<file path="src/rtl/cache2w_pkg.sv">
// Shared geometry and controller state encoding for the two-way cache.
package cache2w_pkg;
    localparam int TAG_W  = 8;
    localparam int IDX_W  = 3;
    localparam int OFF_W  = 2;
    localparam int ADDR_W = TAG_W + IDX_W + OFF_W;
    localparam int LINE_W = 8 << OFF_W;

    typedef enum logic [1:0] {
        ST_IDLE,
        ST_WB,
        ST_FILL,
        ST_DONE
    } cstate_e;
endpackage

</file>
<file path="src/rtl/cache2w_tags.sv">
// Tag, valid, dirty and per-set LRU storage for two ways.
// Compares both ways of the addressed set in parallel and proposes a victim:
// an invalid way first (way 0 before way 1), otherwise the LRU way.
// Assumes fill and touch are never requested in the same cycle.
module cache2w_tags #(
    parameter int TAG_W = 8,
    parameter int IDX_W = 3
) (
    input  logic               clk,
    input  logic               rst_n,
    input  logic [IDX_W-1:0]   idx,
    input  logic [TAG_W-1:0]   tag,
    input  logic               fill_en,
    input  logic               fill_way,
    input  logic               touch_en,
    input  logic               touch_way,
    input  logic               touch_dirty,
    output logic [1:0]         hit_vec,
    output logic               vic_way,
    output logic [1:0]         dirty_of,
    output logic [2*TAG_W-1:0] tag_of
);
    localparam int SETS = 1 << IDX_W;

    logic [SETS-1:0]  valid_q [2];
    logic [SETS-1:0]  dirty_q [2];
    logic [TAG_W-1:0] tag_q   [2][SETS];
    logic [SETS-1:0]  lru_q;

    // Per-way comparator and read-out of the addressed set.
    for (genvar w = 0; w < 2; w++) begin : g_way
        assign hit_vec[w]                = valid_q[w][idx] && (tag_q[w][idx] == tag);
        assign dirty_of[w]               = dirty_q[w][idx];
        assign tag_of[w*TAG_W +: TAG_W]  = tag_q[w][idx];
    end

    // Victim choice: empty way first, then the least recently used one.
    always_comb begin
        if (!valid_q[0][idx])      vic_way = 1'b0;
        else if (!valid_q[1][idx]) vic_way = 1'b1;
        else                       vic_way = lru_q[idx];
    end

    // State update on reset, line fill and access touch.
    always_ff @(posedge clk) begin
        if (!rst_n) begin
            for (int w = 0; w < 2; w++) begin
                valid_q[w] <= '0;
                dirty_q[w] <= '0;
                for (int s = 0; s < SETS; s++) tag_q[w][s] <= '0;
            end
            lru_q <= '0;
        end else begin
            if (fill_en) begin
                valid_q[fill_way][idx] <= 1'b1;
                dirty_q[fill_way][idx] <= 1'b0;
                tag_q[fill_way][idx]   <= tag;
            end
            if (touch_en) begin
                lru_q[idx] <= ~touch_way;
                if (touch_dirty) dirty_q[touch_way][idx] <= 1'b1;
            end
        end
    end
endmodule

</file>
<file path="src/rtl/cache2w_data.sv">
// Line data storage for two ways with byte read, byte merge and full-line
// fill. Line contents are not reset; the valid bits guard every use.
module cache2w_data #(
    parameter int IDX_W = 3,
    parameter int OFF_W = 2
) (
    input  logic                    clk,
    input  logic [IDX_W-1:0]        idx,
    input  logic [OFF_W-1:0]        off,
    input  logic                    rd_way,
    input  logic                    fill_en,
    input  logic                    fill_way,
    input  logic [(8<<OFF_W)-1:0]   fill_line,
    input  logic                    wr_en,
    input  logic                    wr_way,
    input  logic [7:0]              wr_byte,
    output logic [(8<<OFF_W)-1:0]   rd_line,
    output logic [7:0]              rd_byte
);
    localparam int SETS   = 1 << IDX_W;
    localparam int LINE_W = 8 << OFF_W;

    logic [LINE_W-1:0] line_q [2][SETS];

    // Way select of the addressed line and byte select by offset.
    assign rd_line = line_q[rd_way][idx];
    assign rd_byte = rd_line[{off, 3'b000} +: 8];

    // Line write: full refill or a single-byte merge.
    always_ff @(posedge clk) begin
        if (fill_en)    line_q[fill_way][idx] <= fill_line;
        else if (wr_en) line_q[wr_way][idx][{off, 3'b000} +: 8] <= wr_byte;
    end
endmodule

</file>
<file path="src/rtl/cache2w_ctrl.sv">
// Miss sequencer: IDLE serves hits; a miss latches the victim way and goes
// through an optional writeback, the refill, and a one-cycle response state
// in which the access is replayed against the filled line.
module cache2w_ctrl
    import cache2w_pkg::*;
(
    input  logic clk,
    input  logic rst_n,
    input  logic cpu_req,
    input  logic hit_any,
    input  logic vic_way,
    input  logic vic_dirty,
    input  logic mem_ack,
    output logic cpu_ready,
    output logic cpu_hit,
    output logic mem_req,
    output logic mem_we,
    output logic fill_en,
    output logic touch_en,
    output logic in_wb,
    output logic vic_q
);
    cstate_e state_q;

    // State and victim register.
    always_ff @(posedge clk) begin
        if (!rst_n) begin
            state_q <= ST_IDLE;
            vic_q   <= 1'b0;
        end else begin
            unique case (state_q)
                ST_IDLE: if (cpu_req && !hit_any) begin
                    vic_q   <= vic_way;
                    state_q <= vic_dirty ? ST_WB : ST_FILL;
                end
                ST_WB:   if (mem_ack) state_q <= ST_FILL;
                ST_FILL: if (mem_ack) state_q <= ST_DONE;
                ST_DONE: state_q <= ST_IDLE;
                default: state_q <= ST_IDLE;
            endcase
        end
    end

    // Output decode per state.
    always_comb begin
        cpu_ready = 1'b0;
        cpu_hit   = 1'b0;
        mem_req   = 1'b0;
        mem_we    = 1'b0;
        fill_en   = 1'b0;
        touch_en  = 1'b0;
        in_wb     = 1'b0;
        unique case (state_q)
            ST_IDLE: begin
                cpu_ready = cpu_req && hit_any;
                cpu_hit   = cpu_req && hit_any;
                touch_en  = cpu_req && hit_any;
            end
            ST_WB: begin
                mem_req = 1'b1;
                mem_we  = 1'b1;
                in_wb   = 1'b1;
            end
            ST_FILL: begin
                mem_req = 1'b1;
                fill_en = mem_ack;
            end
            ST_DONE: begin
                cpu_ready = 1'b1;
                touch_en  = 1'b1;
            end
            default: ;
        endcase
    end
endmodule

</file>
<file path="src/rtl/cache2w.sv">
// Two-way set-associative write-back byte cache, 8 sets of 4-byte lines.
// Assumes the processor holds request fields steady until cpu_ready, and the
// memory returns refill data together with a one-cycle mem_ack.
module cache2w
    import cache2w_pkg::*;
(
    input  logic                    clk,
    input  logic                    rst_n,
    input  logic                    cpu_req,
    input  logic                    cpu_we,
    input  logic [ADDR_W-1:0]       cpu_addr,
    input  logic [7:0]              cpu_wdata,
    output logic [7:0]              cpu_rdata,
    output logic                    cpu_hit,
    output logic                    cpu_ready,
    output logic                    mem_req,
    output logic                    mem_we,
    output logic [TAG_W+IDX_W-1:0]  mem_addr,
    output logic [LINE_W-1:0]       mem_wdata,
    input  logic [LINE_W-1:0]       mem_rdata,
    input  logic                    mem_ack
);
    logic [TAG_W-1:0]   a_tag;
    logic [IDX_W-1:0]   a_idx;
    logic [OFF_W-1:0]   a_off;
    logic [1:0]         hit_vec;
    logic [1:0]         dirty_of;
    logic [2*TAG_W-1:0] tag_of;
    logic               vic_way, vic_q, in_wb, fill_en, touch_en, rd_way;
    logic [TAG_W-1:0]   vic_tag;

    // Address split.
    assign a_tag = cpu_addr[ADDR_W-1 -: TAG_W];
    assign a_idx = cpu_addr[OFF_W +: IDX_W];
    assign a_off = cpu_addr[OFF_W-1:0];

    // Way and address muxing for writeback versus lookup.
    assign rd_way   = in_wb ? vic_q : hit_vec[1];
    assign vic_tag  = vic_q ? tag_of[2*TAG_W-1:TAG_W] : tag_of[TAG_W-1:0];
    assign mem_addr = {(in_wb ? vic_tag : a_tag), a_idx};

    cache2w_tags #(.TAG_W(TAG_W), .IDX_W(IDX_W)) u_tags (
        .clk        (clk),
        .rst_n      (rst_n),
        .idx        (a_idx),
        .tag        (a_tag),
        .fill_en    (fill_en),
        .fill_way   (vic_q),
        .touch_en   (touch_en),
        .touch_way  (hit_vec[1]),
        .touch_dirty(cpu_we),
        .hit_vec    (hit_vec),
        .vic_way    (vic_way),
        .dirty_of   (dirty_of),
        .tag_of     (tag_of)
    );

    cache2w_data #(.IDX_W(IDX_W), .OFF_W(OFF_W)) u_data (
        .clk      (clk),
        .idx      (a_idx),
        .off      (a_off),
        .rd_way   (rd_way),
        .fill_en  (fill_en),
        .fill_way (vic_q),
        .fill_line(mem_rdata),
        .wr_en    (touch_en && cpu_we),
        .wr_way   (hit_vec[1]),
        .wr_byte  (cpu_wdata),
        .rd_line  (mem_wdata),
        .rd_byte  (cpu_rdata)
    );

    cache2w_ctrl u_ctrl (
        .clk      (clk),
        .rst_n    (rst_n),
        .cpu_req  (cpu_req),
        .hit_any  (|hit_vec),
        .vic_way  (vic_way),
        .vic_dirty(dirty_of[vic_way]),
        .mem_ack  (mem_ack),
        .cpu_ready(cpu_ready),
        .cpu_hit  (cpu_hit),
        .mem_req  (mem_req),
        .mem_we   (mem_we),
        .fill_en  (fill_en),
        .touch_en (touch_en),
        .in_wb    (in_wb),
        .vic_q    (vic_q)
    );
endmodule

</file>
<file path="config.mk">
export PLATFORM = sky130hd
export DESIGN_NAME = cache2w
export DESIGN_NICKNAME = d
export VERILOG_FILES = /design/src/rtl/cache2w_pkg.sv /design/src/rtl/cache2w_tags.sv /design/src/rtl/cache2w_data.sv /design/src/rtl/cache2w_ctrl.sv /design/src/rtl/cache2w.sv
export SDC_FILE = /design/constraint.sdc
export NUM_CORES = 1
export LEC_CHECK = 0
export BUFFER_PORTS_ARGS = -buffer_cell sky130_fd_sc_hd__buf_4
export CAP_MARGIN = 20
export CORE_UTILIZATION = 42
export CTS_BUF_LIST = sky130_fd_sc_hd__clkbuf_8
export CTS_CLUSTER_DIAMETER = 100
export CTS_CLUSTER_SIZE = 16
export DETAILED_ROUTE_END_ITERATION = 8
export MAX_ROUTING_LAYER = met4
export PLACE_DENSITY_LB_ADDON = 0.08
export SYNTH_ARGS = -nofsm -noshare
export SYNTH_HDL_FRONTEND = slang
export SYNTH_SLANG_ARGS = --single-unit
export TNS_END_PERCENT = 1
</file>
<file path="constraint.sdc">
create_clock -name clk -period 7 [get_ports clk]
set_clock_uncertainty 0.2 [all_clocks]
set_input_delay 0.7 -clock clk [delete_from_list [all_inputs] [get_ports clk]]
set_output_delay 0.7 -clock clk [all_outputs]
set_load 0.01 [all_outputs]
</file>
==> impl_summary.md <==
Synthesis
The largest total area in the synthesized netlist belongs to sky130_fd_sc_hd__edfxtp_1. The adder and majority gate portion of the synthesized area is 0.00421. In this run, synthesis produced a sequential element count of about 680. The portion of synthesized area spent on multiplexers is 0.108.

Of the total synthesized cell area, the portion taken by AND, OR, NAND and NOR gates is 0.0529. The largest family of logic cells by synthesized area is compound AO/OA/AOI/OAI gates. The number of flops mapped to enable cells by yosys is between 600 and 700. The most used flip-flop cell after synthesis is sky130_fd_sc_hd__edfxtp_1. The synthesized net count is 2,167. The most instantiated library cell after synthesis is sky130_fd_sc_hd__edfxtp_1. The fraction of the mapped netlist area in compound gates is 0.121. Of the synthesized area, sequential elements account for 0.682. Synthesis instantiated 63 different standard cells from the library. The average instance area after synthesis is 14.1 um^2. The share of async-settable or async-resettable flops after synthesis is 0.

After synthesis the cells add up to slightly below 30,000 um^2. Of the total synthesized cell area, the portion taken by XOR and XNOR cells is 0.00324. Sorting the synthesized cells by area gives the leading types as sky130_fd_sc_hd__edfxtp_1, sky130_fd_sc_hd__mux2i_1, sky130_fd_sc_hd__o21ai_0. The commonest cells after synthesis are sky130_fd_sc_hd__edfxtp_1, sky130_fd_sc_hd__mux2i_1, sky130_fd_sc_hd__o21ai_0.

The instance count of the mapped netlist is between 2,000 and 2,500. The Yosys warning count is 0. Of the post-synthesis cell area, the dominant cell type holds 0.663.

Pwr
The analysis attributes to cell leakage a power of 11.0 nW. The power density over the cells is roughly 230 nW/um^2. The worst-case vdd ir drop is between 0.1 and 0.15 mV.

Clock tree
The number of sinks driven by the clock tree is between 600 and 700. The buffer count from post-CTS setup fixing is 0. In this run, post-CTS repair resized a total of 0 instances.

The clock tree synthesis step divided the H-tree into 2 levels. The clock tree buffer depth is 3. The number of buffers created by CTS is 48. Clock-pin slew was measured on the worst setup and hold paths at approximately 0.12 ns. The later pin in the worst-skew pair is clocked with a latency of between 0.6 and 0.7 ns.

The tree is rooted in a sky130_fd_sc_hd__clkbuf_8. For this design, the CTS-stage hold fixing added 0 buffers. The CTS tree is done.

Timing
The max-slew violation count is 0. In the finished design, the share of the clock period the worst path needs comes to 0.887. The post-layout minimum cycle time is 6.21 ns. The total count of hold-check failures in the final report came to 0. The count of final setup violators is 0.

The worst max-slew margin expressed relative to the limit is 0.255. The timing-limited maximum frequency is around 160 MHz. The slew of the pin with the lowest slew margin is roughly 1.1 ns. Setup repair after global routing left no endpoint under its margin. Adding up every negative setup slack in the final design gives 0 ns.

Placed design
The number of port buffers is approximately 110. The last weighted congestion value of the routability-driven placer is 0.851. Detailed placement finished with a half-perimeter wire length of slightly below 60,000 um.

Global route
The most crowded layer after global routing is met2. The number of antenna violations at the first check in global routing is 2. The first global-routing pass estimated 127,000 um of wire.

The aggregate global-route resource usage is 0.250. The global route total overflow is 0. In the global route stage, met1 resource usage came out at 0.367. The number of global-route vias before repair came to roughly 18,000. For met3 alone, demand over resource in global routing was 0.0333.

The fraction of met2 tracks used by global routing is 0.371. The maximum number of pins on one net before global-route repair is 95.

Route
Once detail routing completed, the nets flagged for antenna violations numbered 0. After detailed routing, the average wire length per cell comes to ~28 um. For this block, the initial DRC count from the detailed router was between 1,500 and 2,000. Using the TritonRoute via totals, the vias-per-cell ratio works out to around 5.9. The total via count after detailed routing is roughly 19,000.

The pre-antenna-repair detailed-routing pass consisted of 7 iterations. The number of DRC violations after detailed routing is 2. The final layout contains routed wiring with a total length of ~87,000 um.

Floorplan
For this configuration, the core starts out at a cell density of 0.424. The core box area is between 70,000 and 80,000 um^2. The die extent in y is 268 um. between 100 and 150 I/O pins were placed. The row count is 97. The area enclosed by the die boundary is a little over 70,000 um^2. In this run the horizontal extent of the chip is about 270 um.

Cells and area
The post-synthesis to final-layout area growth is 9.29%. For this run, the post-layout net count is 2,246. At the end of the flow the core is filled with cells to 0.463.

The layout has between 6,000 and 7,000 filler cells. Of the cells placed in the final design, the portion with a size suffix greater than 1 is 0.151.

Status
The run finished, with violations left. The checks that failed: DRC.

Setup path
The critical path in this run is classified as primary input to output port. The required time at the endpoint of the critical path is 6.10 ns. The peak fanout along the critical path is between 40 and 50. The arrival time at the worst endpoint is about 5.3 ns. The critical path startpoint category is a primary input. The sort of element at the end of the critical path is an output port.

Flow run
The reported max-cap violation count is 0.

Worst hold path
The worst min-delay path category is primary input to flip-flop.
## final timing paths
check                          end  slack (ns)            startpoint  depth (start not counted)
max                   cpu_rdata[6]        0.79           cpu_addr[3]                         13
min            u_tags.tag_q[0][35]        0.25           cpu_addr[8]                          2
max reg2reg  u_data.line_q[1][147]        2.10    u_tags.tag_q[1][8]                          9
min reg2reg   u_tags.valid_q[0][5]        0.27  u_tags.valid_q[0][5]                          1
## final cells by class
type                       count  area (um^2)  area share
antenna                        1         2.50   0.0000771
clock buffer                  49          674      0.0208
clock inverter                10         41.3     0.00127
inverter                      17         65.1     0.00201
multi-input combinational   1219         8640       0.266
sequential                   683        20200       0.624
tap                          940         1180      0.0362
timing repair buffer         209         1610      0.0497
## cells by family (layout without fill, tap and decap cells)
| group | Yosys count | after routing |
|---|---|---|
| adder cells (fa/ha/maj) | 10 | 10 |
| multiplexers | 291 | 291 |
| buffers and inverters | 197 | 285 |
| XOR/XNOR | 11 | 11 |
| AND/OR/NAND/NOR | 343 | 343 |
| AO/OA/AOI/OAI | 564 | 564 |
| other | 0 | 1 |
| flip-flops | 683 | 683 |
## critical path, stage by stage
cell	delay (ns)
sky130_fd_sc_hd__buf_4	0.43
sky130_fd_sc_hd__buf_4	0.39
sky130_fd_sc_hd__mux4_2	0.34
sky130_fd_sc_hd__mux2i_1	0.22
sky130_fd_sc_hd__xnor2_1	0.17
sky130_fd_sc_hd__a211oi_2	0.11
sky130_fd_sc_hd__nand4_1	0.25
sky130_fd_sc_hd__and3_2	0.89
sky130_fd_sc_hd__a221oi_1	0.24
sky130_fd_sc_hd__o2111ai_1	0.78
sky130_fd_sc_hd__o22ai_1	0.20
sky130_fd_sc_hd__nor2_1	0.36
sky130_fd_sc_hd__buf_4	0.20
## per-stage QoR
stage / hold slack [ns] / power, mW / instances / area [um^2] / setup slack [ns]
after floorplan: 0.227 / 5.20 / 2099 / 29700 / 2.56
after global placement: 0.239 / 5.59 / 3064 / 31700 / 0.859
after detailed placement: 0.242 / 5.60 / 3066 / 31700 / 0.844
after CTS: 0.191 / 7.47 / 3125 / 32400 / 0.814
after global routing: 0.245 / 7.66 / 3128 / 32400 / 0.631
final: 0.250 / 7.42 / 3128 / 32400 / 0.788
## state kept, by name, summed over array words and instances, names as in the netlist
| register | flops |
|---|---|
| u_data.line_q | 512 |
| u_ctrl.state_q | 2 |
| u_tags.dirty_q | 16 |
| u_tags.lru_q | 8 |
| u_tags.valid_q | 16 |
| u_ctrl.vic_q | 1 |
| u_tags.tag_q | 128 |
## metal layers
metal / share of wire / routed length, um / vias up
met5: 0 / 0 / -
met4: 0.021 / 1820 / 0
met3: 0.062 / 5400 / 98
li1: - / - / 8310
met2: 0.45 / 39100 / 662
met1: 0.47 / 40800 / 9431
## power by group
| group | internal, mW | switching (mW) |
|---|---|---|
| Sequential | 4.58 | 0.0268 |
| Clock | 0.637 | 1.27 |
| Combinational | 0.285 | 0.624 |
## placed cells by master (no fill, tap or decap), types with 3 or more instances in the layout
| cell | count |
|---|---|
| sky130_fd_sc_hd__clkbuf_8 | 50 |
| sky130_fd_sc_hd__ha_1 | 10 |
| sky130_fd_sc_hd__xnor2_1 | 10 |
| sky130_fd_sc_hd__a21o_1 | 9 |
| sky130_fd_sc_hd__or3_1 | 3 |
| sky130_fd_sc_hd__nor4_1 | 9 |
| sky130_fd_sc_hd__mux2_1 | 4 |
| sky130_fd_sc_hd__and2_1 | 24 |
| sky130_fd_sc_hd__inv_1 | 23 |
| sky130_fd_sc_hd__a311oi_1 | 7 |
| sky130_fd_sc_hd__edfxtp_1 | 656 |
| sky130_fd_sc_hd__a21oi_1 | 157 |
| sky130_fd_sc_hd__o21ai_0 | 133 |
| sky130_fd_sc_hd__nor3b_1 | 3 |
| sky130_fd_sc_hd__nand3_1 | 7 |
| sky130_fd_sc_hd__nor3_1 | 58 |
| sky130_fd_sc_hd__nor2b_1 | 6 |
| sky130_fd_sc_hd__mux2i_1 | 252 |
| sky130_fd_sc_hd__a211oi_1 | 94 |
| sky130_fd_sc_hd__o21ai_1 | 38 |
| sky130_fd_sc_hd__a221oi_2 | 13 |
| sky130_fd_sc_hd__nor2_1 | 122 |
| sky130_fd_sc_hd__a22o_1 | 5 |
| sky130_fd_sc_hd__mux2_2 | 14 |
| sky130_fd_sc_hd__a31oi_1 | 3 |
| sky130_fd_sc_hd__a22oi_1 | 7 |
| sky130_fd_sc_hd__dfxtp_1 | 27 |
| sky130_fd_sc_hd__a221oi_1 | 30 |
| sky130_fd_sc_hd__buf_4 | 204 |
| sky130_fd_sc_hd__nand2_1 | 84 |
| sky130_fd_sc_hd__nand2b_1 | 3 |
| sky130_fd_sc_hd__mux4_2 | 21 |
| sky130_fd_sc_hd__o22ai_1 | 19 |
| sky130_fd_sc_hd__o2111ai_1 | 31 |
No activity file was read; power rests on OpenSTA's default activity.
